===== config.mk =====
export PLATFORM = sky130hd
export DESIGN_NAME = step_burst_gen
export DESIGN_NICKNAME = d
export VERILOG_FILES = /design/src/rtl/sbg_pkg.sv /design/src/rtl/sbg_tick_div.sv /design/src/rtl/sbg_frame_timer.sv /design/src/rtl/sbg_host_latch.sv /design/src/rtl/sbg_phase_accum.sv /design/src/rtl/step_burst_gen.sv
export SDC_FILE = /design/constraint.sdc
export NUM_CORES = 1
export LEC_CHECK = 0
export BUFFER_PORTS_ARGS = -buffer_cell sky130_fd_sc_hd__clkbuf_2
export CORE_UTILIZATION = 45
export CTS_BUF_LIST = sky130_fd_sc_hd__clkbuf_16
export DETAILED_ROUTE_END_ITERATION = 16
export GPL_ROUTABILITY_DRIVEN = 0
export SKIP_CTS_REPAIR_TIMING = 1
export SLEW_MARGIN = 0
export SYNTH_ARGS = -nofsm -noshare
export SYNTH_HDL_FRONTEND = slang
export SYNTH_SLANG_ARGS = --single-unit
export TNS_END_PERCENT = 30

===== constraint.sdc =====
create_clock -name clk -period 154 [get_ports clk]
set_clock_uncertainty 0.05 [all_clocks]
set_input_delay 15.4 -clock clk [delete_from_list [all_inputs] [get_ports clk]]
set_output_delay 15.4 -clock clk [all_outputs]
set_load 0.05 [all_outputs]

===== src/rtl/sbg_pkg.sv =====
package sbg_pkg;

    // Where the current frame position sits relative to the active window.
    typedef enum logic [1:0] {
        SLOT_WINDOW = 2'd0,
        SLOT_TAIL   = 2'd1,
        SLOT_LAST   = 2'd2
    } slot_kind_e;

endpackage


===== src/rtl/sbg_tick_div.sv =====
module sbg_tick_div #(
    parameter int TICK_DIV = 50
) (
    input  logic clk,
    input  logic rst,
    output logic tick
);
    localparam int DIV_W = (TICK_DIV > 1) ? $clog2(TICK_DIV) : 1;
    localparam logic [DIV_W-1:0] DIV_LAST = DIV_W'(TICK_DIV - 1);

    logic [DIV_W-1:0] div_d, div_q;

    always_comb begin
        tick  = (div_q == DIV_LAST);
        div_d = tick ? '0 : div_q + 1'b1;
    end

    always_ff @(posedge clk) begin
        if (rst) div_q <= '0;
        else     div_q <= div_d;
    end
endmodule


===== src/rtl/sbg_frame_timer.sv =====
module sbg_frame_timer
    import sbg_pkg::*;
#(
    parameter int FRAME_TICKS = 1000,
    parameter int WIN_W       = $clog2(FRAME_TICKS)
) (
    input  logic             clk,
    input  logic             rst,
    input  logic             tick,
    input  logic [WIN_W-1:0] act_win,
    output logic [WIN_W-1:0] pos,
    output slot_kind_e       kind,
    output logic             win_end,
    output logic             close_req,
    output logic             load
);
    localparam logic [WIN_W-1:0] POS_LAST  = WIN_W'(FRAME_TICKS - 1);
    localparam logic [WIN_W-1:0] POS_CLOSE = WIN_W'(FRAME_TICKS - 2);

    logic [WIN_W-1:0] pos_d, pos_q;

    always_comb begin
        if (pos_q < act_win)        kind = SLOT_WINDOW;
        else if (pos_q == POS_LAST) kind = SLOT_LAST;
        else                        kind = SLOT_TAIL;

        win_end   = tick && (pos_q == act_win - 1'b1);
        close_req = tick && (pos_q == POS_CLOSE);
        load      = tick && (kind == SLOT_LAST);

        pos_d = pos_q;
        if (load)      pos_d = '0;
        else if (tick) pos_d = pos_q + 1'b1;
    end

    always_ff @(posedge clk) begin
        if (rst) pos_q <= '0;
        else     pos_q <= pos_d;
    end

    assign pos = pos_q;
endmodule


===== src/rtl/sbg_host_latch.sv =====
module sbg_host_latch #(
    parameter int CNT_W       = 8,
    parameter int ACC_W       = 16,
    parameter int FRAME_TICKS = 1000,
    parameter int WIN_W       = $clog2(FRAME_TICKS),
    parameter int DEF_WIN     = 900
) (
    input  logic             clk,
    input  logic             rst,
    input  logic             cfg_valid,
    input  logic [CNT_W-1:0] cfg_count,
    input  logic [WIN_W-1:0] cfg_window,
    input  logic             win_end,
    input  logic             close_req,
    input  logic             load,
    output logic             cfg_ready,
    output logic [CNT_W-1:0] act_cnt,
    output logic [WIN_W-1:0] act_win,
    output logic [ACC_W:0]   act_inc
);
    localparam int INC_W = ACC_W + 1;
    localparam int NUM_W = CNT_W + ACC_W + 1;
    localparam logic [WIN_W-1:0] MIN_WIN = WIN_W'((2 ** CNT_W) - 1);
    localparam logic [WIN_W-1:0] MAX_WIN = WIN_W'(FRAME_TICKS - 2);

    function automatic logic [WIN_W-1:0] clamp_win(input logic [WIN_W-1:0] w);
        if (w < MIN_WIN) return MIN_WIN;
        if (w > MAX_WIN) return MAX_WIN;
        return w;
    endfunction

    localparam logic [WIN_W-1:0] DEF_CLAMPED = clamp_win(WIN_W'(DEF_WIN));

    typedef struct packed {
        logic [CNT_W-1:0] pend_cnt;
        logic [WIN_W-1:0] pend_win;
        logic [CNT_W-1:0] act_cnt;
        logic [WIN_W-1:0] act_win;
        logic [INC_W-1:0] act_inc;
        logic             req;
    } latch_s;

    latch_s           st_d, st_q;
    logic             accept;
    logic [NUM_W-1:0] num;
    logic [INC_W-1:0] pend_inc;

    always_comb begin
        // Ceiling of count * 2^ACC_W / window, taken from the pending values.
        num = NUM_W'({st_q.pend_cnt, {ACC_W{1'b0}}}) + NUM_W'(st_q.pend_win) - NUM_W'(1);
        pend_inc = INC_W'(num / NUM_W'(st_q.pend_win));

        accept = cfg_valid && st_q.req;
        st_d   = st_q;

        if (load) begin
            st_d.act_cnt = st_q.pend_cnt;
            st_d.act_win = st_q.pend_win;
            st_d.act_inc = pend_inc;
        end

        if (win_end)   st_d.req = 1'b1;
        if (close_req) st_d.req = 1'b0;

        if (accept) begin
            st_d.pend_cnt = cfg_count;
            st_d.pend_win = clamp_win(cfg_window);
            st_d.req      = 1'b0;
        end
    end

    always_ff @(posedge clk) begin
        if (rst) begin
            st_q.pend_cnt <= '0;
            st_q.pend_win <= DEF_CLAMPED;
            st_q.act_cnt  <= '0;
            st_q.act_win  <= DEF_CLAMPED;
            st_q.act_inc  <= '0;
            st_q.req      <= 1'b1;
        end else begin
            st_q <= st_d;
        end
    end

    assign cfg_ready = st_q.req;
    assign act_cnt   = st_q.act_cnt;
    assign act_win   = st_q.act_win;
    assign act_inc   = st_q.act_inc;
endmodule


===== src/rtl/sbg_phase_accum.sv =====
module sbg_phase_accum
    import sbg_pkg::*;
#(
    parameter int CNT_W = 8,
    parameter int ACC_W = 16,
    parameter int WIN_W = 10
) (
    input  logic             clk,
    input  logic             rst,
    input  logic             tick,
    input  slot_kind_e       kind,
    input  logic [WIN_W-1:0] pos,
    input  logic             load,
    input  logic [CNT_W-1:0] act_cnt,
    input  logic [WIN_W-1:0] act_win,
    input  logic [ACC_W:0]   act_inc,
    output logic             step
);
    localparam int CMP_W = ((CNT_W > WIN_W) ? CNT_W : WIN_W) + 1;

    typedef struct packed {
        logic [ACC_W-1:0] acc;
        logic [CNT_W-1:0] sent;
        logic             step;
    } accum_s;

    accum_s           st_d, st_q;
    logic [ACC_W:0]   sum;
    logic             carry;
    logic [CNT_W-1:0] remaining;
    logic [WIN_W-1:0] slots_left;
    logic             force_now;
    logic             emit;

    always_comb begin
        sum        = {1'b0, st_q.acc} + act_inc;
        carry      = sum[ACC_W];
        remaining  = act_cnt - st_q.sent;
        slots_left = act_win - pos;
        // Must fire now if every remaining slot is needed for the remaining pulses.
        force_now  = CMP_W'(remaining) >= CMP_W'(slots_left);
        emit       = (remaining != '0) && (carry || force_now);

        st_d = st_q;
        if (load) begin
            st_d.acc  = '0;
            st_d.sent = '0;
            st_d.step = 1'b0;
        end else if (tick) begin
            if (kind == SLOT_WINDOW) begin
                st_d.acc  = sum[ACC_W-1:0];
                st_d.step = emit;
                if (emit) st_d.sent = st_q.sent + 1'b1;
            end else begin
                st_d.step = 1'b0;
            end
        end
    end

    always_ff @(posedge clk) begin
        if (rst) begin
            st_q.acc  <= '0;
            st_q.sent <= '0;
            st_q.step <= 1'b0;
        end else begin
            st_q <= st_d;
        end
    end

    assign step = st_q.step;
endmodule


===== src/rtl/step_burst_gen.sv =====
module step_burst_gen
    import sbg_pkg::*;
#(
    parameter int TICK_DIV    = 50,
    parameter int FRAME_TICKS = 1000,
    parameter int DEF_WIN     = 900,
    parameter int CNT_W       = 8,
    parameter int ACC_W       = 16,
    parameter int WIN_W       = $clog2(FRAME_TICKS)
) (
    input  logic             clk,
    input  logic             rst,
    input  logic             cfg_valid,
    input  logic [CNT_W-1:0] cfg_count,
    input  logic [WIN_W-1:0] cfg_window,
    output logic             cfg_ready,
    output logic             step_out
);
    logic             tick;
    logic [WIN_W-1:0] pos;
    slot_kind_e       kind;
    logic             win_end;
    logic             close_req;
    logic             load;
    logic [CNT_W-1:0] act_cnt;
    logic [WIN_W-1:0] act_win;
    logic [ACC_W:0]   act_inc;

    sbg_tick_div #(.TICK_DIV(TICK_DIV)) u_tick_div (
        .clk  (clk),
        .rst  (rst),
        .tick (tick)
    );

    sbg_frame_timer #(.FRAME_TICKS(FRAME_TICKS), .WIN_W(WIN_W)) u_frame_timer (
        .clk       (clk),
        .rst       (rst),
        .tick      (tick),
        .act_win   (act_win),
        .pos       (pos),
        .kind      (kind),
        .win_end   (win_end),
        .close_req (close_req),
        .load      (load)
    );

    sbg_host_latch #(
        .CNT_W(CNT_W), .ACC_W(ACC_W), .FRAME_TICKS(FRAME_TICKS),
        .WIN_W(WIN_W), .DEF_WIN(DEF_WIN)
    ) u_host_latch (
        .clk        (clk),
        .rst        (rst),
        .cfg_valid  (cfg_valid),
        .cfg_count  (cfg_count),
        .cfg_window (cfg_window),
        .win_end    (win_end),
        .close_req  (close_req),
        .load       (load),
        .cfg_ready  (cfg_ready),
        .act_cnt    (act_cnt),
        .act_win    (act_win),
        .act_inc    (act_inc)
    );

    sbg_phase_accum #(.CNT_W(CNT_W), .ACC_W(ACC_W), .WIN_W(WIN_W)) u_phase_accum (
        .clk     (clk),
        .rst     (rst),
        .tick    (tick),
        .kind    (kind),
        .pos     (pos),
        .load    (load),
        .act_cnt (act_cnt),
        .act_win (act_win),
        .act_inc (act_inc),
        .step    (step_out)
    );
endmodule


==> reports/metrics.csv, run 1 <==
metric,value,unit
outcome,"complete, no violations",
yosys.area_share.simple,0.2578,
track_usage,0.2388,
hold_end,u_host_latch.act_cnt[0],
hold_violations,0,
port_buffers,22,
setup-tns-final,0,ps
htree_levels,3,
layout_commonest_cell,ha_1,
syn_inst,2508,
ant_nets,0,
rrSetupSlack,84000,ps
wl,50120,um
crit_arrival,70150,ps
critPathKind,reg2reg,
initial_core_util,0.4613,
synthXorXnorAreaFrac,0.08097,
cp_common_cell,o21a_1,
dp_slack,84820,ps
clock_path_buffers,2,
critPathLaunchType,register,
fin_crit_sh,0.4546,
worstMarginPinSlew,1182,ps
met1_length,24380,um
synth_enable_flop_cells,0,
drc,0,
slew_headroom,0.2118,
rsz0062_at_grt,false,
yosysWarnings,0,
slowest_stage,mux2i_1,
wl_met3,1346,um
diodes,0,
period_needed,70000,ps
drv_slew,0,
multi_input_area,15910,sq um
n_fill_cell,4084,
place.detailed.hpwl,39530,um
antenna_found_initial,0,
netlist.area_leader.share,0.1725,
async_flop_share,0,
cts_buffers,9,
synth_nets,2787,
avgSynthCellArea,7.375,sq um
seqCellArea,1902,sq um
synth_compound_area_frac,0.2880,
setup-violations-final,0,
layout_common_cells,"255 x ha_1, 231 x nor2_1, 223 x nand2_1, 157 x a21oi_1, 127 x nor3_1",
clk_latency,350,ps
seq_area_frac_synth,0.1028,
syn_area,18500,sq um
routedWlPerCell,16.59,um
ios,23,
num_vias,18343,
nets,2771,
ys_seq_elements,95,
core_area,40100,sq um
critPathCaptureType,register,
cp_slowest_stage_delay,810,ps
grt_pass1_vias,17357,
die_x,204.7,um
crit_start,u_host_latch.st_q[36],
synth_flop_cell,dfxtp_1,
crit_fanout,25,
cts_num_sinks,95,
stdcell_area,19490,sq um
ys_types,112,
reg2reg_depth,290,
worst_slack,84000,ps
synthAdderAreaFrac,0.1757,
hold_class,reg2reg,
avgViaCountPerCell,6.070,
die_height,204.7,um
drt-pass1-iter-count,6,
wl_met2,23760,um
synthMuxAreaShare,0.05587,
synth_area_leader_cell,ha_1,
r2r-start,u_host_latch.st_q[36],
postPlaceCellArea,19140,sq um
max_freq,0.01429,GHz
num_rows,73,
worstHoldStart,u_host_latch.act_cnt[0],
critPathRequiredTime,154150,ps
cap_viol_max_count,0,
dieArea,41920,sq um
cts_tree,done,
grt_max_degree,62,
area_growth,5.377,%
worstHoldPathCells,2,
synth.area.top_cells,"ha_1 17%, dfxtp_1 10%, xnor2_1 5.4%",
highest_layer,met4,
regToRegEndpoint,u_host_latch.act_inc[0],
grt_pass1_wl,84040,um
synth_top_family_by_area,compound AO/OA/AOI/OAI gates,
dr.first_iter.drc_count,1097,
layout-drive-gt1-share,0.07409,
root_buffer,clkbuf_16,
grt-ovfl-total,0,
clk_pin_slew_worst_paths,70,ps
-- layout make-up --
class,count,area share
inverter,99,0.01906
timing repair buffer,49,0.01592
clock buffer,9,0.01155
multi-input combinational,2238,0.8161
clock inverter,7,0.006098
sequential,95,0.09757
tap,525,0.03370
-- metrics by stage --
| stage | utilization | cells | hold slack (ps) |
|---|---|---|---|
| 2_1_floorplan | - | 2508 | 404.9 |
| 3_3_place_gp | 0.4774 | 3005 | 419.0 |
| 3_5_place_dp | 0.4774 | 3005 | 434.8 |
| 4_1_cts | 0.4860 | 3021 | 452.6 |
| 5_1_grt | 0.4861 | 3022 | 470.8 |
| 6_report | 0.4861 | 3022 | 447.3 |
-- routing by layer --
layer / vias up / global-route usage
li1: 9400 / -
met1: 8609 / 0.3134
met2: 289 / 0.4277
met3: 45 / 0.01448
met4: 0 / 0.04424
met5: - / 0
-- critical path, delay by kind of cell, from the launching register on --
family	cells	cell delay, ps
simple gates	79	18540
fa+ha+maj	26	8030
mux	9	3220
xor+xnor	1	180
buf+inv	13	2110
compound gates	162	37140
flops	1	480
-- cells in the mapped netlist, drive strengths merged (59+ instances only) --
library cell / instances
o21a: 104
a21oi: 159
dfxtp: 95
inv: 99
ha: 255
xnor2: 115
nand2: 223
a21o: 59
o21ai: 130
nand3: 62
nor2: 235
o31ai: 80
nor3: 132
-- state kept, by name, indices dropped and copies added (netlist names) --
register	cells
u_frame_timer.pos	10
u_host_latch.act_cnt	8
u_host_latch.act_inc	17
u_host_latch.act_win	10
u_host_latch.cfg_ready	1
u_host_latch.st_q	18
u_phase_accum.st_q	24
u_phase_accum.step	1
u_tick_div.div_q	6
-- worst max-delay path by stage --
stage / endpoint / slack, ps / depth (start not counted)
3_3_place_gp: u_host_latch.act_inc[0] / 86310 / 290
3_5_place_dp: u_host_latch.act_inc[0] / 84820 / 288
2_1_floorplan: u_host_latch.act_inc[0] / 92960 / 308
4_1_cts: u_host_latch.act_inc[0] / 84530 / 288
5_1_grt: u_host_latch.act_inc[0] / 77750 / 292
6_report: u_host_latch.act_inc[0] / 84000 / 290
-- cells by family (layout without fill, tap and decap cells) --
group                    after synthesis  count (layout)
multiplexers                          98              98
flip-flops                            95              95
adder cells (fa/ha/maj)              258             258
XOR/XNOR                             171             171
buffers and inverters                175             164
AND/OR/NAND/NOR                      936             936
AO/OA/AOI/OAI                        775             775
Power of run 1 is left out: the tool's default activity adds up to more than one toggle a clock period on the data nets, which glitch-free logic cannot reach.
==> run 2, diff against run 1 <==
clock period = 58.6 ns   (was 154 ns; I/O delays follow)
==> run 2 against run 1 <==
Core utilization up 5.1 points; count of clock-buffer cells in the layout unchanged; die area unchanged; via count up 6.7%; non-clock buffer count up 168.
==> reports/metrics.csv, run 2 (same netlist as run 1, synthesis figures left out) <==
metric,value,unit
outcome,"complete, no violations",
die_x,204.7,um
core_area,40100,sq um
antenna_found_initial,0,
htree_levels,3,
critPathKind,reg2reg,
area_growth,16.40,%
slowest_stage,dfxtp_1,
gr-usage-met2,0.4504,
slew_headroom,0.2269,
grt-busiest-layer,met2,
grtUsageMet3,0.01861,
track_usage,0.2587,
max_freq,0.01797,GHz
critPathCaptureType,register,
ant_nets,0,
clk_pin_slew_worst_paths,80,ps
initial_core_util,0.4613,
cts_buffers,9,
period_needed,55650,ps
grt_pass1_vias,18082,
critPathRequiredTime,58770,ps
grt_util_met1,0.3417,
num_vias,19574,
nets,2940,
root_buffer,clkbuf_16,
setup-violations-final,0,
fin_crit_sh,0.9497,
wl,56550,um
grt-ovfl-total,0,
drt-pass1-iter-count,5,
cts_num_sinks,95,
dieArea,41920,sq um
crit_arrival,55820,ps
clock_path_buffers,2,
rrSetupSlack,2950,ps
hold_violations,0,
layout_common_cells,"250 x ha_1, 220 x nand2_1, 210 x nor2_1, 186 x buf_4, 136 x a21oi_1",
cp_common_cell,o21a_1,
grt_pass1_wl,89690,um
ios,23,
layout-drive-gt1-share,0.1755,
cap_viol_max_count,0,
port_buffers,22,
dr.first_iter.drc_count,1096,
setup-tns-final,0,ps
num_rows,73,
hold_class,reg2reg,
largest_register_ffs,24,
crit_fanout,11,
die_height,204.7,um
regMostFlops,u_phase_accum.st_q,
drv_slew,0,
layout_commonest_cell,ha_1,
diodes,0,
place.detailed.hpwl,42460,um
worstMarginPinSlew,1160,ps
cp_slowest_stage_delay,500,ps
drc,0,
avgViaCountPerCell,6.134,
critPathLaunchType,register,
grt_max_degree,62,
n_fill_cell,3895,
routedWlPerCell,17.72,um
top_regs,"u_phase_accum.st_q (24), u_host_latch.st_q (18), u_host_latch.act_inc (17)",
cts_tree,done,
clk_latency,360,ps
[run 2: per-layer routing]
metal	wire length (um)	vias up
met2	26830	476
met5	0	-
met1	26130	9279
met3	2467	75
met4	1119	0
li1	-	9744
[run 2: area by class of cell]
class                   instances  area [sq um]  area share
clock inverters                 7         87.58    0.004068
repair buffers                217          1628     0.07560
multi-input cells            2239         16640      0.7729
flip-flops and latches         95          1913     0.08885
well taps                     525         656.9     0.03051
clock buffers                   9         225.2     0.01046
inverters                      99         379.1     0.01761
[run 2: critical path: cells and delay by family (launching register included)]
family	cells	cell delay [ps]
AO/OA/AOI/OAI	157	29540
AND/OR/NAND/NOR	80	13120
adder cells (fa/ha/maj)	24	7040
multiplexers	11	3090
buffers and inverters	15	2010
flip-flops	1	500
[run 2: worst paths after layout]
path,to,startpoint,cells after the start
max,u_host_latch.act_inc[0],u_host_latch.st_q[41],287
min,u_tick_div.div_q[0],u_tick_div.div_q[0],1
max reg2reg,u_host_latch.act_inc[0],u_host_latch.st_q[41],287
min reg2reg,u_tick_div.div_q[0],u_tick_div.div_q[0],1
[run 2: stage by stage]
stage | utilization | instance area [sq um] | worst slack (ps) | instances | hold slack [ps]
3_5_place_dp | 0.4930 | 19770 | -2878 | 3081 | 432.8
3_3_place_gp | 0.4930 | 19770 | -1665 | 3081 | 427.2
6_report | 0.5370 | 21530 | 2946 | 3191 | 441.7
5_1_grt | 0.5370 | 21530 | -583.3 | 3191 | 475.3
2_1_floorplan | - | 18570 | 41.29 | 2508 | 404.9
4_1_cts | 0.5008 | 20080 | -3168 | 3097 | 443.8
Power of run 2 is left out for the same reason.
==> run 3, diff against run 2 <==
PLACE_DENSITY = 0.69   (was not set)
==> run 3 against run 2 <==
Die area did not move; critical path depth increased by 7; non-clock buffer count fell by 13; sequential share of layout area grew 0.062 points; hold slack got worse by 6.4 ps; cell area shrank 0.69%; final cell count shrank 0.41%; global-route usage is 1.5 points lower; core utilization shrank 0.37 points; setup slack got worse by 190 ps; highest routed layer unchanged.
==> reports/metrics.csv, run 3 (same netlist as run 1, synthesis figures left out) <==
metric,value,unit
outcome,"complete, no violations",
wl,54690,um
drt-pass1-iter-count,5,
critPathKind,reg2reg,
cp_slowest_stage_delay,420,ps
grt_pass1_wl,85680,um
routedWlPerCell,17.21,um
critPathLaunchType,register,
grt-ovfl-total,0,
avgViaCountPerCell,6.218,
critPathRequiredTime,58760,ps
gr-usage-met2,0.4312,
crit_start,u_host_latch.st_q[44],
setup-violations-final,0,
crit_end,u_host_latch.act_inc[0],
place.detailed.hpwl,40230,um
layout_commonest_cell,ha_1,
track_usage,0.2438,
regToRegEndpoint,u_host_latch.act_inc[0],
max_freq,0.01791,GHz
drv_slew,0,
hold_class,reg2reg,
antenna_found_initial,0,
cts_num_sinks,95,
period_needed,55840,ps
layout_common_cells,"248 x ha_1, 220 x nand2_1, 213 x nor2_1, 173 x buf_4, 134 x a21oi_1",
ant_nets,0,
drc,0,
rrSetupSlack,2760,ps
slowest_stage,or3_1,
setup-tns-final,0,ps
fin_crit_sh,0.9529,
grt-busiest-layer,met2,
nets,2927,
n_fill_cell,3746,
core_area,40100,sq um
grt_util_met1,0.3126,
cts_tree,done,
grt_max_degree,62,
cts_buffers,9,
clk_pin_slew_worst_paths,70,ps
slew_headroom,0.2753,
crit_arrival,56010,ps
r2r-start,u_host_latch.st_q[44],
largest_register_ffs,24,
critPathCaptureType,register,
hold_violations,0,
regMostFlops,u_phase_accum.st_q,
num_rows,73,
clk_latency,360,ps
reg2reg_depth,294,
grt_pass1_vias,17831,
dieArea,41920,sq um
grtUsageMet3,0.01623,
dr.first_iter.drc_count,1407,
area_growth,15.59,%
num_vias,19760,
die_x,204.7,um
port_buffers,22,
initial_core_util,0.4613,
clock_path_buffers,2,
crit_fanout,11,
cap_viol_max_count,0,
layout-drive-gt1-share,0.1708,
diodes,0,
ios,23,
top_regs,"u_phase_accum.st_q (24), u_host_latch.st_q (18), u_host_latch.act_inc (17)",
root_buffer,clkbuf_16,
die_height,204.7,um
worstMarginPinSlew,1087,ps
cp_common_cell,o21a_1,
htree_levels,3,
==> run 3: cell types whose count changed in the layout (fill, tap and decap cells not counted), sizes merged <==
cell | previous run | this run
and2 | 26 | 25
a21oi | 159 | 160
bufinv | 1 | 0
clkdlybuf4s15 | 2 | 1
clkinvlp | 3 | 4
buf | 193 | 181
==> run 3: layout make-up <==
cell class,count,area (sq um),area share
tap,525,656.9,0.03072
clock buffer,9,225.2,0.01053
sequential,95,1913,0.08947
clock inverter,7,33.78,0.001580
timing repair buffer,204,1491,0.06975
inverter,99,379.1,0.01773
multi-input combinational,2239,16680,0.7802
==> run 3: metrics by stage <==
step	hold slack [ps]	utilization	area (sq um)	std cells	worst slack (ps)
after floorplan	404.9	-	18570	2508	41.29
after global placement	420.3	0.4888	19600	3060	-862.5
after detailed placement	419.8	0.4888	19600	3060	-2580
after CTS	428.8	0.4952	19860	3076	-2945
after global routing	457.3	0.5332	21380	3178	-703.2
final	435.3	0.5332	21380	3178	2759
==> run 3: per-layer routing <==
layer | vias to the layer above | part of all wire
li1 | 9700 | -
met1 | 9331 | 0.44
met2 | 610 | 0.48
met3 | 119 | 0.050
met4 | 0 | 0.027
met5 | - | 0
==> run 3: worst min-delay path by stage <==
| stage | to | slack (ps) | startpoint | cells after the start |
|---|---|---|---|---|
| 3_5_place_dp | u_phase_accum.step | 420 | u_phase_accum.step | 2 |
| 2_1_floorplan | u_tick_div.div_q[0] | 400 | u_tick_div.div_q[0] | 1 |
| 3_3_place_gp | u_phase_accum.step | 420 | u_phase_accum.step | 2 |
| 6_report | u_phase_accum.step | 440 | u_phase_accum.step | 2 |
| 4_1_cts | u_phase_accum.step | 430 | u_phase_accum.step | 2 |
| 5_1_grt | u_phase_accum.step | 460 | u_phase_accum.step | 2 |
==> run 3: critical path: cells and delay by family, from the launching register on <==
kind | cells | cell delay, ps
adders and majority gates | 25 | 7290
and+or+nand+nor | 84 | 13470
AOI/OAI and AO/OA | 160 | 29540
DFF | 1 | 410
buffers and inverters | 16 | 2390
muxes | 9 | 2490
Power of run 3 is left out for the same reason.
